### src/rtl/dct_pkg.sv
package dct_pkg;
  // setup word bit positions (software-visible layout)
  localparam int BIT_EN    = 15;
  localparam int BIT_FLG2  = 13;
  localparam int BIT_FLG1  = 12;
  localparam int BIT_CLAIM = 11;
  localparam int MODE2_LO  = 8;
  localparam int MODE1_LO  = 6;
  localparam int NUM_CMP   = 2;

  localparam logic [1:0] MODE_FIRE = 2'b11;

  typedef enum logic [1:0] {
    REG_CMP1  = 2'd0,
    REG_CMP2  = 2'd1,
    REG_COUNT = 2'd2,
    REG_SETUP = 2'd3
  } reg_sel_e;
endpackage

### src/rtl/dct_prescaler.sv
module dct_prescaler #(
  parameter int MAX_SCALE = 8,
  localparam int SW = $clog2(MAX_SCALE + 1),
  localparam int PW = (MAX_SCALE < 1) ? 1 : MAX_SCALE
) (
  input  logic          clk,
  input  logic          rst,
  input  logic          ref_tick,
  input  logic          run,
  input  logic          restart,
  input  logic [SW-1:0] scale,
  output logic          tick
);
  logic [PW-1:0] phase;
  logic [PW:0]   span;

  // span low bits = 2^scale - 1 : terminal phase value
  always_comb span = ({{PW{1'b0}}, 1'b1} << scale) - {{PW{1'b0}}, 1'b1};

  assign tick = run && ref_tick && (phase == span[PW-1:0]);

  always_ff @(posedge clk) begin
    if (rst || restart)
      phase <= '0;
    else if (run && ref_tick)
      phase <= tick ? '0 : phase + 1'b1;
  end

  // no prescaled tick while counting is disabled
  assert_tick_needs_run_R3: assert property (@(posedge clk) disable iff (rst)
    tick |-> run);
endmodule

### src/rtl/dct_counter.sv
module dct_counter #(
  parameter int CW = 16
) (
  input  logic          clk,
  input  logic          rst,
  input  logic          tick,
  input  logic          load,
  input  logic [CW-1:0] load_val,
  output logic [CW-1:0] count
);
  always_ff @(posedge clk) begin
    if (rst)       count <= '0;
    else if (load) count <= load_val;
    else if (tick) count <= count + 1'b1;
  end

  // rollover from all-ones to zero
  assert_wrap_R9: assert property (@(posedge clk) disable iff (rst)
    (tick && !load && (count == '1)) |=> (count == '0));
endmodule

### src/rtl/dct_compare.sv
module dct_compare #(
  parameter int CW = 16
) (
  input  logic          clk,
  input  logic          rst,
  input  logic          tick,
  input  logic [CW-1:0] count,
  input  logic          cmp_we,
  input  logic [CW-1:0] cmp_wdata,
  input  logic          clr,
  input  logic [1:0]    mode,
  output logic [CW-1:0] cmp_val,
  output logic          flag,
  output logic          evt
);
  logic hit;
  assign hit = tick && (count == cmp_val);

  always_ff @(posedge clk) begin
    if (rst)         cmp_val <= '1;
    else if (cmp_we) cmp_val <= cmp_wdata;
  end

  always_ff @(posedge clk) begin
    if (rst)      flag <= 1'b0;
    else if (hit) flag <= 1'b1;   // match beats a simultaneous clear
    else if (clr) flag <= 1'b0;
  end

  assign evt = flag && (mode == dct_pkg::MODE_FIRE);

  // a match latches the flag on the same clock
  assert_hit_sets_flag_R5: assert property (@(posedge clk) disable iff (rst)
    hit |=> flag);
  // flag is held unless a clear is requested
  assert_flag_sticky_R6: assert property (@(posedge clk) disable iff (rst)
    (flag && !clr) |=> flag);
  // an event never appears without its flag
  assert_evt_needs_flag_R7: assert property (@(posedge clk) disable iff (rst)
    evt |-> flag);
endmodule

### src/rtl/dual_cmp_timer.sv
module dual_cmp_timer #(
  parameter int CW        = 16,
  parameter int MAX_SCALE = 8,
  localparam int SW       = $clog2(MAX_SCALE + 1)
) (
  input  logic          clk,
  input  logic          rst,
  input  logic          ref_tick,
  input  logic          wr_en,
  input  logic [1:0]    addr,
  input  logic [CW-1:0] wdata,
  output logic [CW-1:0] rdata,
  output logic          evt_cmp1,
  output logic          evt_cmp2
);
  import dct_pkg::*;

  localparam int NC = NUM_CMP;

  logic          en_q, claimed_q;
  logic [SW-1:0] scale_q, scale_wr;
  logic [1:0]    mode_q [NC];
  logic          wr_setup, wr_count;
  logic          tick;
  logic [CW-1:0] count;
  logic [CW-1:0] cmp_val [NC];
  logic          flag [NC];
  logic          evt  [NC];
  logic          clr  [NC];
  logic          cmp_we [NC];

  localparam int FLG_BIT [NC] = '{BIT_FLG1, BIT_FLG2};
  localparam int MODE_LO [NC] = '{MODE1_LO, MODE2_LO};

  assign wr_setup = wr_en && (addr == REG_SETUP);
  assign wr_count = wr_en && (addr == REG_COUNT);

  // exponent clamp
  always_comb begin
    if (wdata[3:0] > 4'(MAX_SCALE)) scale_wr = SW'(MAX_SCALE);
    else                            scale_wr = SW'(wdata[3:0]);
  end

  always_ff @(posedge clk) begin
    if (rst) begin
      en_q      <= 1'b0;
      claimed_q <= 1'b0;
      scale_q   <= '0;
    end else if (wr_setup) begin
      en_q      <= wdata[BIT_EN];
      claimed_q <= 1'b1;
      if (!claimed_q) scale_q <= scale_wr;
    end
  end

  dct_prescaler #(.MAX_SCALE(MAX_SCALE)) u_pre (
    .clk(clk), .rst(rst), .ref_tick(ref_tick), .run(en_q),
    .restart(wr_count), .scale(scale_q), .tick(tick)
  );

  dct_counter #(.CW(CW)) u_cnt (
    .clk(clk), .rst(rst), .tick(tick), .load(wr_count),
    .load_val(wdata), .count(count)
  );

  for (genvar i = 0; i < NC; i++) begin : g_cmp
    always_ff @(posedge clk) begin
      if (rst)                         mode_q[i] <= 2'b00;
      else if (wr_setup && !claimed_q) mode_q[i] <= wdata[MODE_LO[i] +: 2];
    end
    assign cmp_we[i] = wr_en && (addr == 2'(i));
    assign clr[i]    = wr_setup && !wdata[BIT_EN] && wdata[FLG_BIT[i]];

    dct_compare #(.CW(CW)) u_cmp (
      .clk(clk), .rst(rst), .tick(tick), .count(count),
      .cmp_we(cmp_we[i]), .cmp_wdata(wdata), .clr(clr[i]),
      .mode(mode_q[i]), .cmp_val(cmp_val[i]), .flag(flag[i]), .evt(evt[i])
    );
  end

  assign evt_cmp1 = evt[0];
  assign evt_cmp2 = evt[1];

  logic [CW-1:0] setup_rd;
  always_comb begin
    setup_rd                  = '0;
    setup_rd[BIT_EN]          = en_q;
    setup_rd[BIT_FLG2]        = flag[1];
    setup_rd[BIT_FLG1]        = flag[0];
    setup_rd[BIT_CLAIM]       = claimed_q;
    setup_rd[MODE2_LO +: 2]   = mode_q[1];
    setup_rd[MODE1_LO +: 2]   = mode_q[0];
    setup_rd[SW-1:0]          = scale_q;
  end

  always_ff @(posedge clk) begin
    if (rst) rdata <= '0;
    else begin
      unique case (addr)
        REG_CMP1:  rdata <= cmp_val[0];
        REG_CMP2:  rdata <= cmp_val[1];
        REG_COUNT: rdata <= count;
        default:   rdata <= setup_rd;
      endcase
    end
  end

  // claimed never drops outside reset
  assert_claim_held_R8: assert property (@(posedge clk) disable iff (rst)
    claimed_q |=> claimed_q);
  // stored exponent within range
  assert_scale_max_R2: assert property (@(posedge clk) disable iff (rst)
    scale_q <= SW'(MAX_SCALE));
  // counter frozen while disabled and not written
  assert_hold_when_off_R3: assert property (@(posedge clk) disable iff (rst)
    (!en_q && !wr_count) |=> $stable(count));
endmodule

### config.mk
export PLATFORM = sky130hd
export DESIGN_NAME = dual_cmp_timer
export DESIGN_NICKNAME = d
export VERILOG_FILES = /design/src/rtl/dct_pkg.sv /design/src/rtl/dct_prescaler.sv /design/src/rtl/dct_counter.sv /design/src/rtl/dct_compare.sv /design/src/rtl/dual_cmp_timer.sv
export SDC_FILE = /design/constraint.sdc
export NUM_CORES = 1
export LEC_CHECK = 0
export BUFFER_PORTS_ARGS = -buffer_cell sky130_fd_sc_hd__buf_2
export CAP_MARGIN = 20
export CORE_ASPECT_RATIO = 1.2
export CORE_MARGIN = 2
export CORE_UTILIZATION = 41
export CTS_CLUSTER_DIAMETER = 200
export DETAILED_ROUTE_END_ITERATION = 8
export HOLD_SLACK_MARGIN = 0.08
export PLACE_DENSITY_LB_ADDON = 0.15
export REMOVE_ABC_BUFFERS = 1
export SLEW_MARGIN = 5
export SYNTH_ARGS = -nofsm -noshare
export SYNTH_HDL_FRONTEND = slang
export SYNTH_SLANG_ARGS = --single-unit
export TNS_END_PERCENT = 10
### constraint.sdc
create_clock -name clk -period 6.25 [get_ports clk]
set_input_delay 0.625 -clock clk [delete_from_list [all_inputs] [get_ports clk]]
set_output_delay 0.625 -clock clk [all_outputs]
set_load 0.1 [all_outputs]
# After elaboration in Yosys (flattened, before gate mapping)
# Memories as Yosys holds them, arrays and structs flattened.
# Cells that the tools add are included.
dict set report word_totals {
  reg_bits 80
  ramBits 4
  output_inout_bits 18
  memories 1
  word_cells 65
}
dict set report classes {
  reduce_logical 22
  bitwise 3
  shift 1
  addsub 3
  magnitude_cmp 1
  mux 16
  n_eq_ne 8
}
# name depth word_bits read_ports rd_clocked_by_memory_dff wr line_no
set memory_table {}
lappend memory_table {mode_q 2 2 2 0 2 dual_cmp_timer.sv:22} ;# logic [1:0] mode_q [NC];
# cell n
set op_table {}
lappend op_table {{16-bit case mux with 3 select lines} 1}
lappend op_table {{16-bit equality test} 2}
lappend op_table {{16-bit two-way mux} 2}
lappend op_table {{16-bit by 1-bit adder with 16-bit output, second input constant} 1}
lappend op_table {{1-bit logical AND} 14}
lappend op_table {{1-bit two-way mux} 9}
lappend op_table {{8-bit by 1-bit adder with 8-bit output, second input constant} 1}
lappend op_table {{2-bit equality test, second input constant} 4}
lappend op_table {{8-bit equality test} 1}
lappend op_table {{8-bit two-way mux} 1}
lappend op_table {{1-bit by 4-bit left shift with 8-bit output, first input constant} 1}
lappend op_table {{8-bit by 1-bit subtractor with 8-bit output, second input constant} 1}
lappend op_table {{2-bit nonzero test} 3}
lappend op_table {{4-bit > comparator, second input constant} 1}
lappend op_table {{2-bit two-way mux} 2}
lappend op_table {{4-bit two-way mux} 1}
lappend op_table {{2-bit by 1-bit equality test with 1-bit output, second input constant} 1}
lappend op_table {{1-bit zero test} 2}
lappend op_table {{2-bit zero test} 1}
lappend op_table {{1-bit bitwise OR} 2}
lappend op_table {{2-bit AND reduction} 1}
lappend op_table {{1-bit logical OR} 1}
lappend op_table {{1-bit inverter} 1}

# Depth between registers and ports, before layout
dict set report logic_depth {
  ltp_word 7
  depth_mapped 13
  depth_no_buf 9
}

# By module
# Synthesis repeated with hierarchy kept, for this count alone.
dict set report hier_totals {
  cells_unflattened 469
  hier_area_um2 4508.1
}
# mod area_each_um2 instances seq_area_each_um2 cells_each
set by_module_without_submodules {}
lappend by_module_without_submodules {dct_compare 803.3 2 340.3 80}
lappend by_module_without_submodules {dual_cmp_timer 1256.2 1 560.5 120}
lappend by_module_without_submodules {dct_counter 984.7 1 320.3 112}
lappend by_module_without_submodules {dct_prescaler 660.6 1 160.2 77}

# Worst setup path after synthesis
# No wires, ideal clock.
dict set report synth_path {
  path_type {reg-to-reg}
  start {register scale_q[2]}
  end {register u_cnt.count[10]}
  setup_slack_ns 2.799
  setup_time_ns 0.091
  stages_incl_launch_ff 12
  path_buffers 3
  t_arrival_ns 3.360
  path_cell_list {dfxtp_1 -> buf_2 -> or4b_2 -> ha_1 -> buf_2 -> nor4_1 -> o211a_1 -> a221oi_1 -> or4_4 -> buf_6 -> or4_1 -> a311oi_1}
}
dict set report synth_via {
  elab_chain_cells 5
}
# element line_no
set synth_lines {}
lappend synth_lines {{start, declared} dual_cmp_timer.sv:21} ;# logic [SW-1:0] scale_q, scale_wr;
lappend synth_lines {{start signal, assigned} dual_cmp_timer.sv:52} ;# if (!claimed_q) scale_q <= scale_wr;
lappend synth_lines {{1-bit by 4-bit left shift with 8-bit output} dct_prescaler.sv:18} ;# always_comb span = ({{PW{1'b0}}, 1'b1} << scale) - {{PW{1'b0}}, 1'b1};
lappend synth_lines {{8-bit by 1-bit subtractor with 8-bit output} dct_prescaler.sv:18}
lappend synth_lines {{8-bit equality test} dct_prescaler.sv:20} ;# assign tick = run && ref_tick && (phase == span[PW-1:0]);
lappend synth_lines {{1-bit logical AND} dct_prescaler.sv:20}
lappend synth_lines {{2-bit nonzero test (no source line)} n/a}
lappend synth_lines {{end signal, assigned} dct_counter.sv:13} ;# else if (load) count <= load_val;
lappend synth_lines {{end signal, assigned} dct_counter.sv:14} ;# else if (tick) count <= count + 1'b1;
lappend synth_lines {{end, declared} dct_counter.sv:9} ;# output logic [CW-1:0] count
# Every way passes these cells.
# A chain may end at the register's enable or synchronous reset.

# Final worst setup path
dict set report layout_path {
  start {register scale_q[1]}
  end {register u_cnt.count[8]}
}
# Same word-level chain as after synthesis.

==> impl_metrics.env <==
export IMPL_status="finished, final reports clean"
export IMPL_post_cts_buffers=0
export IMPL_critPathArrivalTime_ps=3960
export IMPL_cts_tree="done"
export IMPL_synth_top_area_share_pct=36.7
export IMPL_initialDrtViolationCount=206
export IMPL_seq_area_frac_synth_pct=39.4
export IMPL_core_area_um2=10500
export IMPL_drt_total_wl_mm=11.3
export IMPL_clock_path_buffers=2
export IMPL_ant_nets=0
export IMPL_cpPeakStageDelay_ps=720
export IMPL_place_worst_setup_slack_ps=2570
export IMPL_layout_common_cells="dfxtp_1 (80), nand2_1 (47), nor2_1 (39), buf_2 (39), xnor2_1 (37)"
export IMPL_p_per_area_nw_per_um2=267
export IMPL_track_usage_pct=20.4
export IMPL_start_util_pct=41.8
export IMPL_grt_max_degree=75
export IMPL_drcViolationCount=0
export IMPL_syn_area_per_cell_um2=9.22
export IMPL_synthTopCellsByArea="dfxtp_1 (37%), xnor2_1 (7.4%), mux4_2 (6.2%)"
export IMPL_ys_seq_elements=84
export IMPL_hold_class="flip-flop to flip-flop"
export IMPL_cts_root_buffer="clkbuf_16"
export IMPL_via_per_inst=5.79
export IMPL_numCtsBuffers=9
export IMPL_cts_sinks=84
export IMPL_synth_edf_count=4
export IMPL_drtPass1Iterations=4
export IMPL_io_buffers=39
export IMPL_dp_hpwl_mm=7.65
export IMPL_fillers=1047
export IMPL_clk_pin_slew_worst_paths_ps=60
export IMPL_fin_skew_ps=8.67
export IMPL_rsz0062_at_grt="no"
export IMPL_cp_top_family="simple AND/OR/NAND/NOR gates"
export IMPL_clock_fmax_mhz=269
export IMPL_layout_commonest_cell="dfxtp_1"
export IMPL_critPathRequiredTime_ps=6490
export IMPL_async_reset_ff_share_pct=0
export IMPL_yosysWarnings=0
export IMPL_drive_gt1_share_pct=15.2
export IMPL_worstMarginPinSlew_ps=877
export IMPL_netlist_area_um2=4370
export IMPL_boundaryPins=40
export IMPL_cp_max_fo=22
export IMPL_setup_viol=0
export IMPL_fin_ws_ps=2530
export IMPL_cts_resized=0
export IMPL_grt_pass1_wl_mm=18.1
export IMPL_vdd_drop_max_mv=0.135
export IMPL_routedWlPerCell_um=18.2
export IMPL_grt_pass1_vias=3381
export IMPL_die_area_um2=11500
export IMPL_fp_dieH_um=117
export IMPL_antenna_found_initial=0
export IMPL_row_count=41
export IMPL_slew_limit_headroom_pct=41.3
export IMPL_path_buf_inv=0
export IMPL_insertion_delay_ps=340
export IMPL_maxCapViolCount=0
export IMPL_synth_top_flop_cell="dfxtp_1"
export IMPL_critPathKind="flip-flop to flip-flop"
export IMPL_diodes=0
export IMPL_synth_cell_type_count=49
export IMPL_hold_violations=0
export IMPL_ctsHoldBuffers=0
export IMPL_crit_chain="or4b_2, ha_1, nor4_1, o211a_1, a221oi_1, or4_4, or4_1, a311oi_1"
export IMPL_yosysTopAreaCell="dfxtp_1"
export IMPL_fin_crit_sh_pct=59.5
export IMPL_finalMaxSlewViolations=0
export IMPL_die_x_um=98.2
export IMPL_h_tree_depth=3
export IMPL_grt_overflow=0
export IMPL_gp_congestion=0.838
export IMPL_syn_inst=474
export IMPL_tns_ps=0
export IMPL_crit_path_end_kind="flip-flop"
export IMPL_min_period_ps=3720
export IMPL_vias=3602
export IMPL_slowest_stage="or4b_2"
export IMPL_leakagePower_uw=0.00182
export IMPL_cp_start_kind="flip-flop"
export IMPL_area_growth_pct=11.4
export IMPL_finalNetCount=513
==> cell type report <==
class | count | area, um^2 | share of cell area [%]
Timing Repair Buffer | 43 | 225 | 4.63
Clock buffer | 15 | 278 | 5.71
Inverter | 7 | 26.3 | 0.540
Multi-Input combinational cell | 343 | 2450 | 50.3
Clock inverter | 1 | 5.00 | 0.103
Tap cell | 129 | 161 | 3.32
Sequential cell | 84 | 1720 | 35.4
==> final timing paths <==
| check | start | endpoint | slack [ps] | cells after the start |
|---|---|---|---|---|
| worst min-delay path | g_cmp[1].u_cmp.cmp_val[8] | g_cmp[1].u_cmp.cmp_val[8] | 500 | 2 |
| worst min register to register | g_cmp[1].u_cmp.cmp_val[8] | g_cmp[1].u_cmp.cmp_val[8] | 500 | 2 |
| worst max-delay path | scale_q[1] | u_cnt.count[8] | 2530 | 8 |
| worst max register to register | scale_q[1] | u_cnt.count[8] | 2530 | 8 |
==> synthesized netlist by cell type (2+ instances only) <==
cell	count
mux4_2	12
and4_1	2
nand3_1	11
nand4_1	13
o21bai_1	2
buf_6	3
a211oi_1	7
a22oi_1	2
buf_2	3
or3_1	4
o21ai_0	3
clkbuf_1	33
xnor2_1	37
ha_1	3
a211o_1	16
a22o_1	4
dfxtp_1	80
o31ai_1	9
nor2b_1	31
edfxtp_1	4
a21oi_1	8
and3_1	5
nand2_1	47
inv_1	7
nor3_1	3
a221oi_1	2
and2_1	10
nand3b_1	17
or4_1	8
xor2_1	6
a311oi_1	12
mux2i_1	5
nor4b_1	3
nor2_1	39
nor4_1	8
a21o_1	2
==> power breakdown <==
part | total [uW] | switching [uW] | internal (uW)
combinational | 197 | 129 | 68.0
clock | 510 | 208 | 302
sequential | 594 | 27.5 | 567
==> cells by family (layout without fill, tap and decap cells) <==
kind of cell / after synthesis / in the layout / share of synthesized area (%)
xor gates and xnor gates: 43 / 43 / 8.62
adders and majority gates: 3 / 3 / 0.859
AOI/OAI and AO/OA: 72 / 72 / 12.9
buffers and inverters: 47 / 66 / 4.64
and+or+nand+nor: 208 / 208 / 26.2
muxes: 17 / 17 / 7.33
DFF: 84 / 84 / 39.4
==> routing by layer <==
metal  vias up  routed length, um  track usage (%)  share of wire (%)
met5         -                  0                0                  0
met4         0                336             9.77                3.0
met3        23                349             3.15                3.1
met2        82               5570             34.1                 49
met1      1760               5040             26.1                 45
li1       1737                  -                -                  -
==> flip-flops by register name, summed over array words and instances, names as in the netlist <==
signal / count
g_cmp.u_cmp.flag: 2
mode_q: 4
rdata: 16
claimed_q: 1
g_cmp.u_cmp.cmp_val: 32
scale_q: 4
u_cnt.count: 16
u_pre.phase: 8
en_q: 1
==> tightest hold or removal path, cell delays in order (launching register included) <==
cell,delay (ps)
dfxtp_1,330
nand2_1,60
nand3b_1,60
==> through the flow <==
step / cell area, um^2 / power, uW / util [%] / hold WS, ps / cells
6_report: 4870 / 1300 / 46.5 / 499 / 622
3_5_place_dp: 4580 / 804 / 43.7 / 493 / 605
4_1_cts: 4860 / 1310 / 46.4 / 502 / 621
2_1_floorplan: 4190 / 741 / - / 456 / 434
5_1_grt: 4870 / 1350 / 46.5 / 520 / 622
3_3_place_gp: 4580 / 801 / 43.7 / 482 / 605
Note: power is estimated with default switching activity, not from simulation.
